**config.mk**
```make
export PLATFORM = sky130hd
export DESIGN_NAME = irq_status_unit
export DESIGN_NICKNAME = d
export VERILOG_FILES = /design/src/rtl/isu_pkg.sv /design/src/rtl/isu_raw_latch.sv /design/src/rtl/isu_mask_reg.sv /design/src/rtl/isu_gate.sv /design/src/rtl/isu_read_mux.sv /design/src/rtl/irq_status_unit.sv
export SDC_FILE = /design/constraint.sdc
export NUM_CORES = 1
export LEC_CHECK = 0
export BUFFER_PORTS_ARGS = -buffer_cell sky130_fd_sc_hd__buf_2
export CORE_MARGIN = 3
export CORE_UTILIZATION = 30
export DETAILED_ROUTE_END_ITERATION = 10
export PLACE_DENSITY = 0.6
export SYNTH_ARGS = -nofsm -noshare
export SYNTH_HDL_FRONTEND = slang
export SYNTH_SLANG_ARGS = --single-unit
```
**constraint.sdc**
```tcl
create_clock -name clk -period 1.3 [get_ports clk]
set_input_delay 0.13 -clock clk [delete_from_list [all_inputs] [get_ports clk]]
set_output_delay 0.13 -clock clk [all_outputs]
set_load 0.05 [all_outputs]
```
**src/rtl/isu_pkg.sv**
```systemverilog
package isu_pkg;
    localparam int ADDR_W = 2;

    typedef enum logic [ADDR_W-1:0] {
        REG_MASK   = 2'd0,
        REG_CLEAR  = 2'd1,
        REG_RAW    = 2'd2,
        REG_MASKED = 2'd3
    } isu_reg_e;

    // source positions; software decodes these, so the order is fixed
    localparam int EV_RX_FULL   = 0;
    localparam int EV_RX_UNDER  = 1;
    localparam int EV_TX_OVER   = 2;
    localparam int EV_TX_EMPTY  = 3;
    localparam int EV_XFER_DONE = 4;
    localparam int EV_BUS_ERR   = 5;
    localparam int EV_PROTO_ERR = 6;
    localparam int EV_DMA_DONE  = 7;
endpackage

```
**src/rtl/isu_raw_latch.sv**
```systemverilog
module isu_raw_latch #(
    parameter int NUM_EVT = 8
) (
    input  logic               clk,
    input  logic               rst_n,
    input  logic [NUM_EVT-1:0] evt_i,
    input  logic               clr_en_i,
    input  logic [NUM_EVT-1:0] clr_bits_i,
    output logic [NUM_EVT-1:0] raw_o
);
    typedef struct packed {
        logic [NUM_EVT-1:0] raw;
    } state_t;

    state_t st_d, st_q;
    logic [NUM_EVT-1:0] bit_nxt;

    // per source: a new event beats a clear in the same cycle
    for (genvar i = 0; i < NUM_EVT; i++) begin : g_bit
        assign bit_nxt[i] = evt_i[i] | (st_q.raw[i] & ~(clr_en_i & clr_bits_i[i]));
    end

    always_comb begin
        st_d     = st_q;
        st_d.raw = bit_nxt;
    end

    always_ff @(posedge clk or negedge rst_n) begin
        if (!rst_n) st_q <= '0;
        else        st_q <= st_d;
    end

    assign raw_o = st_q.raw;
endmodule

```
**src/rtl/isu_mask_reg.sv**
```systemverilog
module isu_mask_reg #(
    parameter int NUM_EVT = 8
) (
    input  logic               clk,
    input  logic               rst_n,
    input  logic               ld_i,
    input  logic [NUM_EVT-1:0] ld_val_i,
    output logic [NUM_EVT-1:0] mask_o
);
    typedef struct packed {
        logic [NUM_EVT-1:0] mask;
    } state_t;

    state_t st_d, st_q;

    always_comb begin
        st_d = st_q;
        if (ld_i) st_d.mask = ld_val_i;
    end

    always_ff @(posedge clk or negedge rst_n) begin
        if (!rst_n) st_q.mask <= '1;
        else        st_q      <= st_d;
    end

    assign mask_o = st_q.mask;
endmodule

```
**src/rtl/isu_gate.sv**
```systemverilog
module isu_gate #(
    parameter int NUM_EVT = 8
) (
    input  logic [NUM_EVT-1:0] raw_i,
    input  logic [NUM_EVT-1:0] mask_i,
    output logic [NUM_EVT-1:0] masked_o,
    output logic               irq_o
);
    always_comb begin
        masked_o = raw_i & ~mask_i;
        irq_o    = |masked_o;
    end
endmodule

```
**src/rtl/isu_read_mux.sv**
```systemverilog
module isu_read_mux #(
    parameter int NUM_EVT = 8
) (
    input  logic [isu_pkg::ADDR_W-1:0] addr_i,
    input  logic [NUM_EVT-1:0]         mask_i,
    input  logic [NUM_EVT-1:0]         raw_i,
    input  logic [NUM_EVT-1:0]         masked_i,
    output logic [NUM_EVT-1:0]         data_o
);
    import isu_pkg::*;

    always_comb begin
        unique case (isu_reg_e'(addr_i))
            REG_MASK:   data_o = mask_i;
            REG_CLEAR:  data_o = '0;
            REG_RAW:    data_o = raw_i;
            REG_MASKED: data_o = masked_i;
            default:    data_o = '0;
        endcase
    end
endmodule

```
**src/rtl/irq_status_unit.sv**
```systemverilog
module irq_status_unit #(
    parameter int NUM_EVT = 8
) (
    input  logic                       clk,
    input  logic                       rst_n,
    input  logic [NUM_EVT-1:0]         evt_i,
    input  logic                       wr_en_i,
    input  logic [isu_pkg::ADDR_W-1:0] wr_addr_i,
    input  logic [NUM_EVT-1:0]         wr_data_i,
    input  logic [isu_pkg::ADDR_W-1:0] rd_addr_i,
    output logic [NUM_EVT-1:0]         rd_data_o,
    output logic                       irq_o
);
    import isu_pkg::*;

    logic               clr_hit;
    logic               mask_hit;
    logic [NUM_EVT-1:0] raw_q;
    logic [NUM_EVT-1:0] mask_q;
    logic [NUM_EVT-1:0] masked;

    assign clr_hit  = wr_en_i && (wr_addr_i == REG_CLEAR);
    assign mask_hit = wr_en_i && (wr_addr_i == REG_MASK);

    isu_raw_latch #(.NUM_EVT(NUM_EVT)) u_raw (
        .clk        (clk),
        .rst_n      (rst_n),
        .evt_i      (evt_i),
        .clr_en_i   (clr_hit),
        .clr_bits_i (wr_data_i),
        .raw_o      (raw_q)
    );

    isu_mask_reg #(.NUM_EVT(NUM_EVT)) u_mask (
        .clk      (clk),
        .rst_n    (rst_n),
        .ld_i     (mask_hit),
        .ld_val_i (wr_data_i),
        .mask_o   (mask_q)
    );

    isu_gate #(.NUM_EVT(NUM_EVT)) u_gate (
        .raw_i    (raw_q),
        .mask_i   (mask_q),
        .masked_o (masked),
        .irq_o    (irq_o)
    );

    isu_read_mux #(.NUM_EVT(NUM_EVT)) u_rd (
        .addr_i   (rd_addr_i),
        .mask_i   (mask_q),
        .raw_i    (raw_q),
        .masked_i (masked),
        .data_o   (rd_data_o)
    );
endmodule

```
Word-level counts from Yosys, hierarchy flattened
Cells that the tools add are included.
{ "totals": {"regBits": 16, "inputBits": 23, "output_inout_bits": 9, "elab_cells": 46} }
{ "classes": {"n_eq_ne": 4, "mux": 1, "bitwise_logic": 34, "reduce_logical": 5} }
{ "ops": {"columns": ["operator", "n"], "rows": [
  ["$pmux 8 s4", 1],
  ["$and 1x1->1", 16],
  ["$and 8x8->8", 1],
  ["$not 1->1", 8],
  ["$not 8->8", 1],
  ["$or 1x1->1", 8],
  ["$reduce_or 8->1", 1],
  ["$eq 2x1->1 const B", 2],
  ["$eq 2x2->1 const B", 2],
  ["$logic_not 2->1", 2],
  ["$logic_and 1x1->1", 2]
]} }

Longest topological paths before layout
Gate-level depths: netlist of run 1.
{ "logic_depth": {"ltp_word": 6, "mapped_depth": 4, "mapped_depth_nobuf": 3} }

Hierarchy
From an unflattened synthesis of run 1, not the netlist that was laid out.
{ "unflattened": {"hier_cells": 75, "hier_area_um2": 1008.5} }
{ "modules_own_cells": {"columns": ["module", "n_inst", "cells_per_inst", "area_each_um2"], "rows": [
  ["isu_mask_reg", 1, 17, 341.6],
  ["isu_raw_latch", 1, 25, 297.8],
  ["isu_read_mux", 1, 20, 251.5],
  ["isu_gate", 1, 11, 96.3],
  ["irq_status_unit", 1, 2, 21.3]
]} }

Worst setup path after synthesis of run 1
Ideal clock, no wire load.
{ "synth_path": {"path_kind": "reg2out", "from": "register u_mask.st_q, in the netlist u_mask.mask_o[0]", "to": "output rd_data_o[0]", "arrival_ns": 1.370, "required_ns": 1.170, "slack_ns": -0.200, "path_stages_with_launch": 3, "n_path_buf": 0, "cell_sequence": "dfstp_2 -> o21ai_0 -> a21oi_1"} }
{ "synth_via": {"elab_chain_cells": 3} }
{ "synth_rtl": {"columns": ["element", "line", "source"], "rows": [
  ["start, declared", "isu_mask_reg.sv:14", "state_t st_d, st_q;"],
  ["start signal, assigned", "isu_mask_reg.sv:23", "else st_q <= st_d;"],
  ["$not 8->8", "isu_gate.sv:10", "masked_o = raw_i & ~mask_i;"],
  ["$and 8x8->8", "isu_gate.sv:10", null],
  ["$pmux 8 s4 (*)", "isu_read_mux.sv:13", "unique case (isu_reg_e'(addr_i))"],
  ["end, declared", "irq_status_unit.sv:11", "output logic [NUM_EVT-1:0] rd_data_o,"]
]} }
Every way passes the cells marked *; elsewhere a longest branch is shown, timed or not.

Worst setup path after layout of run 1
{ "layout_path": {"from": "register u_mask.st_q, in the netlist u_mask.mask_o[0]", "to": "output irq_o"} }
{ "layout_via": {"elab_chain_cells": 3} }
{ "layout_rtl": {"columns": ["element", "line", "source"], "rows": [
  ["$not 8->8", "isu_gate.sv:10", null],
  ["$and 8x8->8", "isu_gate.sv:10", null],
  ["$reduce_or 8->1", "isu_gate.sv:11", "irq_o = |masked_o;"],
  ["end, declared", "irq_status_unit.sv:12", "output logic irq_o"]
]} }
No other way between the ends.

==> results.toml, run 1 <==
[timing]
fmax_ghz = 0.5711
worst_slew_pin_slew_ps = 469.5
fin_ws_ps = -451.1
fin_crit_sh = 1.347
hold_viol_final = 0
max-slew-margin-rel = 0.6870
fin_crit_ps = 1751
rsz0062_at_grt = "yes"
finalSetupViolations = 9
fin_skew_ps = 0
finalMaxSlewViolations = 0

[floorplan]
initial_core_util = 0.3194
die_width_um = 57.83
num_rows = 18
die-area_mm2 = 0.003344
die_h_um = 57.83
boundaryPins = 32
coreArea_mm2 = 0.002522

[detailed_routing]
num_vias = 766
post_drt_wl_per_cell_um = 12.02
drtIter0Drc = 7
vias_per_cell = 4.728
drc = 0
drt_pass1_iterations = 4
drtAntennaViolNets = 0
drt_wl_total_um = 1948

[power_and_ir_drop]
switching_share = 0.3421
p_switching_uw = 559.8
internal-power_mw = 1.077
ir_drop_mv = 0.6850
power_density_mw_per_mm2 = 1246
combPwrFrac = 0.411
p_leak_nw = 0.6246
pwr-share-seq = 0.389
p_clk_frac = 0.200

[yosys]
avgSynthCellArea_um2 = 9.827
synthAdderAreaFrac = 0
synthCells = 82
synthMuxAreaShare = 0.1118
synth.ff_latch_count = 16
ys_warn_count = 0
synth-xor-area-share = 0
synth_top_family_by_area = "compound AO/OA/AOI/OAI gates"
syn_area_um2 = 805.8
ys_seq_area_frac = 0.5093
synth_cell_type_count = 14
synthSimpleGateAreaFrac = 0.1196
synth.net_count = 105
synth_compound_area_frac = 0.2050

[final_layout]
fillers = 248
area_growth_pct = 63.04
nets = 156
drive_gt1_frac = 0.6667
final_design_area_no_fill_mm2 = 0.001314
post-route-util = 0.5208
antenna_cells = 0
final_common_cell = "buf_2"
final_cell_mix = "22 x buf_2, 15 x nand2_1, 13 x buf_6"

[clock_network]
cts_tree = "built"
cts_buffer_depth = 2
clock-root-buffer = "clkbuf_4"
path_clk_slew_ps = 90
cts_buffers = 3
worstSkewPairLatency_ps = 280
cts.sinks = 16
htree_num_levels = 1

[placed_design]
place_area_mm2 = 0.001105
pre_cts_ws_ps = -195.4
hpwl_um = 1414
gp_congestion = 0.7475
port_buffers = 31

[outcome]
run_status = "complete, but fails checks"
violations = "negative setup slack"

[critical_path]
rr_worst_depth = 4
r2r_start = "u_mask.mask_o[2]"
cp_max_fo = 2
cp_slowest_cell = "dfstp_2"
critical-path-max-stage-delay_ps = 560
ff2ff_setup_slack_ps = 250
worstSetupPathType = "register to output port"
worstSetupStartpointType = "register"
worstPathCellList = "o22ai_2 -> or4_4 -> buf_8"
r2r_end = "u_mask.mask_o[2]"
critPathRequiredTime_ps = 1170
cp-end-kind = "output port"
crit_arrival_ps = 1620

[global_routing]
met1_usage = 0.1569
grt_usage = 0.1210
use_met3 = 0.03118
grt_pass1_wl_um = 3132
use_met2 = 0.1968
overflow = 0
antenna_found_initial = 0
grt.busiest_layer = "met2"
grt_start_max_net_pins = 17
grt_pass1_vias = 738

[run]
cap_violations = 0

[min_path]
min_from = "evt_i[3]"
hold_end = "u_raw.raw_o[3]"
min_path_cells = 2
hold_class = "primary input to register"
==> Yosys cell counts <==
library cell	count	share of area
mux2_2	8	0.11
dfstp_2	8	0.26
a21o_1	8	0.075
or4_1	1	0.0093
nand2_1	16	0.075
a21oi_1	8	0.050
dfrtp_1	8	0.25
clkbuf_1	1	0.0047
nor3b_4	1	0.023
inv_1	8	0.037
o22ai_1	4	0.031
and3b_2	1	0.012
buf_2	2	0.012
o21ai_0	8	0.050
==> final cells by class <==
type / instances / area (um2) / area share
Clock buffer: 4 / 36.28 / 0.02762
Inverter: 8 / 30.03 / 0.02286
Multi-Input combinational cell: 55 / 427.9 / 0.3257
Sequential cell: 16 / 410.4 / 0.3124
Tap cell: 30 / 37.54 / 0.02857
Timing Repair Buffer: 49 / 371.6 / 0.2829
==> power groups by stage <==
stage               sequential [mW]  clock (mW)  combinational [mW]
floorplan                     0.633           0               0.331
global placement              0.630           0               0.494
detailed placement            0.634           0               0.500
CTS                           0.631       0.348               0.620
global route                  0.644       0.360               0.717
finish                        0.636       0.328               0.673
==> routing by layer <==
| layer | part of all wire | up-vias |
|---|---|---|
| met4 | 0 | 0 |
| met5 | 0 | - |
| li1 | - | 387 |
| met1 | 0.43 | 357 |
| met3 | 0.071 | 0 |
| met2 | 0.50 | 22 |
==> registers in the layout, indices dropped and copies added (netlist names) <==
name and count:
u_raw.raw_o 8, u_mask.mask_o 8
==> worst max path at each step <==
| stage | slack (ps) | start | depth (start not counted) | endpoint |
|---|---|---|---|---|
| after floorplan | -200 | u_mask.mask_o[7] | 2 | rd_data_o[7] |
| final | -450 | u_mask.mask_o[0] | 3 | irq_o |
| after CTS | -460 | u_mask.mask_o[0] | 3 | irq_o |
| after global placement | -180 | u_mask.mask_o[7] | 3 | irq_o |
| after detailed placement | -200 | u_mask.mask_o[7] | 3 | irq_o |
| after global routing | -500 | u_mask.mask_o[0] | 3 | irq_o |
==> worst max-delay path: cells and delay by family, from the launching register on <==
family / cells / cell delay, ps
buf+inv: 1 / 170
simple gates: 1 / 540
flops: 1 / 560
compound gates: 1 / 70
==> repair_timing <==
item | in CTS | in global routing
endpoints found under the hold margin | 8 | 0
hold buffers | 1 | 0
pin swaps | 3 | 5
setup buffers | 2 | 4
gates resized for setup | 34 | 10
setup endpoints to repair | 9 | 9
==> cell families (layout without fill, tap and decap cells) <==
family | Yosys count | in the layout
buffers and inverters | 11 | 61
AO/OA/AOI/OAI | 28 | 28
AND/OR/NAND/NOR | 19 | 19
multiplexers | 8 | 8
flip-flops | 16 | 16
==> per-stage QoR <==
step	total power, mW	TNS (ps)	cells	hold WS [ps]
6_report	1.636	-1184	162	17.81
5_1_grt	1.721	-1695	162	7.029
4_1_cts	1.600	-1443	159	3.143
3_5_place_dp	1.134	-195.4	152	70.74
3_3_place_gp	1.124	-178.0	152	65.25
2_1_floorplan	0.9640	-256.5	82	-165.6
No activity file was read; power rests on OpenSTA's default activity.
==> inputs of run 2 (changes only) <==
--- a/config.mk
+++ b/config.mk
@@ -6,6 +6,7 @@
 export NUM_CORES = 1
 export LEC_CHECK = 0
 export BUFFER_PORTS_ARGS = -buffer_cell sky130_fd_sc_hd__buf_2
+export CORE_ASPECT_RATIO = 0.7
 export CORE_MARGIN = 3
 export CORE_UTILIZATION = 30
 export DETAILED_ROUTE_END_ITERATION = 10
==> run 2 against run 1 <==
The flow still finishes with violations (negative setup slack); highest routed layer is now met4; largest power group unchanged; via count rose by 0.39%; total power rose by 4.0%; final cell count rose by 4.3%; largest cell class unchanged; clock power rose by 13%.
==> results.toml, run 2 (synthesis results as in run 1) <==
[outcome]
run_status = "complete, but fails checks"
violations = "negative setup slack"

[critical_path]
cp-end-kind = "output port"
r2r_start = "u_mask.mask_o[5]"
worstPathCellList = "o22ai_1 -> or4_4 -> buf_6"
crit_arrival_ps = 1550
worst-path-buf-inv = 1
cp_num_cells = 3
rr_worst_depth = 3
worstSetupStartpointType = "register"
ff2ff_setup_slack_ps = 380
critical-path-max-stage-delay_ps = 530
cp_max_fo = 2
cp_top_family = "flip-flops"
worstSetupPathType = "register to output port"
r2r_end = "u_mask.mask_o[5]"
cp_slowest_cell = "dfstp_2"
critPathRequiredTime_ps = 1170

[global_routing]
grt.busiest_layer = "met2"
met1_usage = 0.1735
grt_pass1_vias = 707
grt_pass1_wl_um = 3291
grt_usage = 0.1325
use_met2 = 0.2064
overflow = 0
grt_start_max_net_pins = 17
use_met3 = 0.04839
antenna_found_initial = 0

[timing]
fin_crit_sh = 1.294
hold_viol_final = 0
finalSetupViolations = 8
fin_skew_ps = 0
worst_slew_pin_slew_ps = 470.2
fin_ws_ps = -382.5
rsz0062_at_grt = "yes"
finalMaxSlewViolations = 0
fin_crit_ps = 1683
max-slew-margin-rel = 0.6865
finalSetupTns_ps = -1002
whs_ps = 53.39
fmax_ghz = 0.5943

[detailed_routing]
drc = 0
num_vias = 769
vias_per_cell = 4.550
drtAntennaViolNets = 0
drt_pass1_iterations = 4
drt_wl_total_um = 2080
post_drt_wl_per_cell_um = 12.31
drtIter0Drc = 8

[min_path]
hold_end = "u_raw.raw_o[4]"
min_from = "evt_i[4]"
min_path_cells = 2
hold_class = "primary input to register"

[clock_network]
cts_tree = "built"
htree_num_levels = 1
cts_buffer_depth = 2
clock-root-buffer = "clkbuf_8"
worstSkewPairLatency_ps = 250
cts.sinks = 16
cts_buffers = 3
path_clk_slew_ps = 60

[floorplan]
die-area_mm2 = 0.003354
coreArea_mm2 = 0.002515
die_width_um = 67.95
boundaryPins = 32
initial_core_util = 0.3204
num_rows = 15
die_h_um = 49.36

[placed_design]
placed_cells = 161
gp_congestion = 0.7700
port_buffers = 31
hpwl_um = 1473
pre_cts_ws_ps = -161.0

[final_layout]
area_growth_pct = 66.77
nets = 160
final_cell_mix = "22 x buf_2, 15 x nand2_1, 15 x buf_6, 15 x buf_4"
final_common_cell = "buf_2"
drive_gt1_frac = 0.6593
antenna_cells = 0
final_cell_count_no_fill = 169

[run]
cap_violations = 0

[power_and_ir_drop]
ir_drop_mv = 0.5603
power_density_mw_per_mm2 = 1266
p_leak_nw = 0.6390
run 2: cell types whose count changed in the layout (fill, tap and decap cells not counted):
cell / change
buf_4: +3
buf_6: +2
o22ai_2: -1
a21oi_1: +1
clkbuf_4: -3
a21oi_2: -1
o22ai_1: +1
clkbuf_8: +2
buf_8: -1
run 2: power by group:
part	internal (mW)	total [mW]	switching (mW)
Combinational	0.334	0.704	0.370
Clock	0.205	0.370	0.164
Sequential	0.590	0.628	0.0387
Total	1.13	1.70	0.573
run 2: stage by stage:
stage	total power, mW	util	instance area [um2]
after floorplan	0.9640	-	835.8
after global placement	1.152	0.4562	1147
after detailed placement	1.163	0.4562	1147
after CTS	1.682	0.5199	1308
after global routing	1.786	0.5343	1344
final	1.702	0.5343	1344
run 2: worst reg2reg max path, cell delays in order, from the launching register on:
cell,delay (ps)
dfstp_2,370
buf_6,120
buf_4,120
mux2_2,250
run 2: layout make-up:
type	instances	area (um2)
Fill cell	243	1171
Multi-Input combinational cell	55	417.9
Sequential cell	16	410.4
Timing Repair Buffer	53	401.6
Tap cell	34	42.54
Clock buffer	3	41.29
Inverter	8	30.03
run 2: how the worst max path moves through the flow:
stage	slack [ps]	end	start
2_1_floorplan	-200	rd_data_o[7]	u_mask.mask_o[7]
3_3_place_gp	-150	irq_o	u_mask.mask_o[7]
3_5_place_dp	-160	irq_o	u_mask.mask_o[7]
4_1_cts	-390	irq_o	u_mask.mask_o[7]
5_1_grt	-420	irq_o	u_mask.mask_o[7]
6_report	-380	irq_o	u_mask.mask_o[7]
run 2: repair_timing:
item	CTS	global route
resized for setup	37	6
pin swaps	1	5
endpoints found under the setup margin	9	9
hold buffers	1	0
hold endpoints to repair	8	0
buffers inserted	2	5
gates cloned	0	0
run 2: metal layers:
metal  wire length, um  part of all wire
met2              1007              0.48
met5                 0                 0
met1               937              0.45
met3               127             0.061
met4                 8            0.0038
==> inputs of run 3 (changes only) <==
--- a/config.mk
+++ b/config.mk
@@ -5,12 +5,14 @@
 export SDC_FILE = /design/constraint.sdc
 export NUM_CORES = 1
 export LEC_CHECK = 0
+export ABC_AREA = 1
 export BUFFER_PORTS_ARGS = -buffer_cell sky130_fd_sc_hd__buf_2
 export CORE_ASPECT_RATIO = 0.7
 export CORE_MARGIN = 3
 export CORE_UTILIZATION = 30
 export DETAILED_ROUTE_END_ITERATION = 10
-export PLACE_DENSITY = 0.6
+export GPL_TIMING_DRIVEN = 0
+export PLACE_DENSITY = 0.58
 export SYNTH_ARGS = -nofsm -noshare
 export SYNTH_HDL_FRONTEND = slang
 export SYNTH_SLANG_ARGS = --single-unit
==> run 3 against run 2 <==
The flow still finishes with violations (negative setup slack); critical endpoint unchanged; final area up 0.74%; first-iteration DRC count rose to 4.0 times the previous value; critical path depth up 3; sequential cell count unchanged; via count up 20%; area after synthesis up 17%; global-route usage up 0.86 points.
==> results.toml, run 3 <==
[timing]
worst_slew_pin_slew_ps = 383.6
hold_viol_final = 0
whs_ps = 56.23
finalSetupTns_ps = -282.5
fin_crit_sh = 1.076
finalMaxSlewViolations = 0
rsz0062_at_grt = "yes"
fin_crit_ps = 1399
fin_skew_ps = 0
fin_ws_ps = -98.69
fmax_ghz = 0.7150
max-slew-margin-rel = 0.7443
finalSetupViolations = 5

[detailed_routing]
drt_pass1_iterations = 4
post_drt_wl_per_cell_um = 12.36
vias_per_cell = 4.592
drtIter0Drc = 32
drtAntennaViolNets = 0
num_vias = 923
drt_wl_total_um = 2485
drc = 0

[clock_network]
cts.sinks = 16
cts_buffer_depth = 2
worstSkewPairLatency_ps = 250
clock-root-buffer = "clkbuf_8"
cts_tree = "built"
cts_buffers = 3
htree_num_levels = 1
path_clk_slew_ps = 70

[placed_design]
gp_congestion = 0.7471
pre_cts_ws_ps = 90.54
hpwl_um = 1811
place_area_mm2 = 0.001156
port_buffers = 28
placed_cells = 192

[yosys]
synth.net_count = 151
synth-xor-area-share = 0
synth_top_family_by_area = "simple AND/OR/NAND/NOR gates"
synthMuxAreaShare = 0
synthAdderAreaFrac = 0
synth_top_area_share = 0.2234
synth_most_common_cell = "nand2_1"
synth-edff-count = 0
synthSimpleGateAreaFrac = 0.3484
synth_compound_area_frac = 0.08511
avgSynthCellArea_um2 = 7.351
synth_area_leaders = "dfstp_2 22%, dfrtp_1 21%, nand2_1 21%, inv_1 6.4%, nand4_1 5.3%"
yosysTopAreaCell = "dfstp_2"
ys_seq_area_frac = 0.4362
async_reset_ff_frac = 1.000
synth_cell_type_count = 17
synth_common_cells = "53 x nand2_1, 16 x inv_1"
synth_ff_type = "dfstp_2"
ys_warn_count = 0
synthCells = 128
synth.ff_latch_count = 16
syn_area_um2 = 940.9

[critical_path]
worstSetupStartpointType = "register"
cp-end-kind = "output port"
worstSetupPathType = "register to output port"
critPathRequiredTime_ps = 1170
r2r_start = "u_mask.mask_o[4]"
cp-startpoint = "u_mask.mask_o[6]"
cp_max_fo = 3
crit_arrival_ps = 1270

[floorplan]
die_h_um = 52.86
die-area_mm2 = 0.003855
num_rows = 16
boundaryPins = 32
initial_core_util = 0.3241
coreArea_mm2 = 0.002903
die_width_um = 72.94

[final_layout]
drive_gt1_frac = 0.4909
antenna_cells = 0
nets = 189
final_common_cell = "nand2_1"
fillers = 303
final_design_area_no_fill_mm2 = 0.001354
final_cell_count_no_fill = 201
final_cell_mix = "48 x nand2_1, 20 x buf_2, 12 x buf_6"
area_growth_pct = 43.88
post-route-util = 0.4664

[global_routing]
grt_pass1_vias = 872
overflow = 0
grt_start_max_net_pins = 17
grt_pass1_wl_um = 3974
antenna_found_initial = 0
grt_usage = 0.1411

[outcome]
run_status = "complete, but fails checks"
violations = "negative setup slack"

[power_and_ir_drop]
p_leak_nw = 0.7032
p_total_mw = 1.662
power_density_mw_per_mm2 = 1228
ir_drop_mv = 0.8151

[min_path]
min_from = "evt_i[5]"
hold_class = "primary input to register"

[run]
cap_violations = 0
[run 3: final cells by class]
type                       instances  area (um2)  area share
tap                               36       45.04     0.03327
inverter                          18       67.56     0.04991
multi-input combinational         89       480.5      0.3549
buffer                             5       55.05     0.04067
timing repair buffer              33       240.2      0.1774
clock buffer                       4       55.05     0.04067
sequential                        16       410.4      0.3031
[run 3: worst paths after layout]
check / cells past startpoint / slack (ps) / end
max reg2reg: 3 / 490 / u_mask.mask_o[4]
min in group asynchronous: 2 / 330 / u_raw.raw_o[5]
max: 6 / -100 / irq_o
max in group asynchronous: 2 / 650 / u_mask.mask_o[0]
min reg2reg: 2 / 480 / u_mask.mask_o[0]
min: 3 / 60 / u_raw.raw_o[5]
[run 3: routing by layer]
layer	routed length, um	GRT usage
met1	1201	0.1841
met5	0	0
met3	166	0.05503
met2	1107	0.2186
met4	8	0.03374
[run 3: repair_timing]
item | in CTS | in global routing
pin swaps | 3 | 7
setup endpoints to repair | 9 | 9
resized for setup | 21 | 23
hold buffers | 1 | 0
buffers inserted | 2 | 2
hold endpoints to repair | 8 | 0
[run 3: where the power goes]
part	switching (mW)	internal, mW	total, mW
Sequential	0.0415	0.577	0.618
Clock	0.177	0.269	0.446
Combinational	0.365	0.232	0.597
[run 3: cells by family after synthesis]
kind of cell,Yosys count
and+or+nand+nor,73
DFF,16
buffers and inverters,23
AOI/OAI and AO/OA,16
[run 3: worst max-delay path, cell delays in order (launching register included)]
cell	delay, ps
dfstp_2	550
inv_2	50
nand2_2	50
nand2_2	50
nor2_2	100
nand2_1	70
buf_6	150
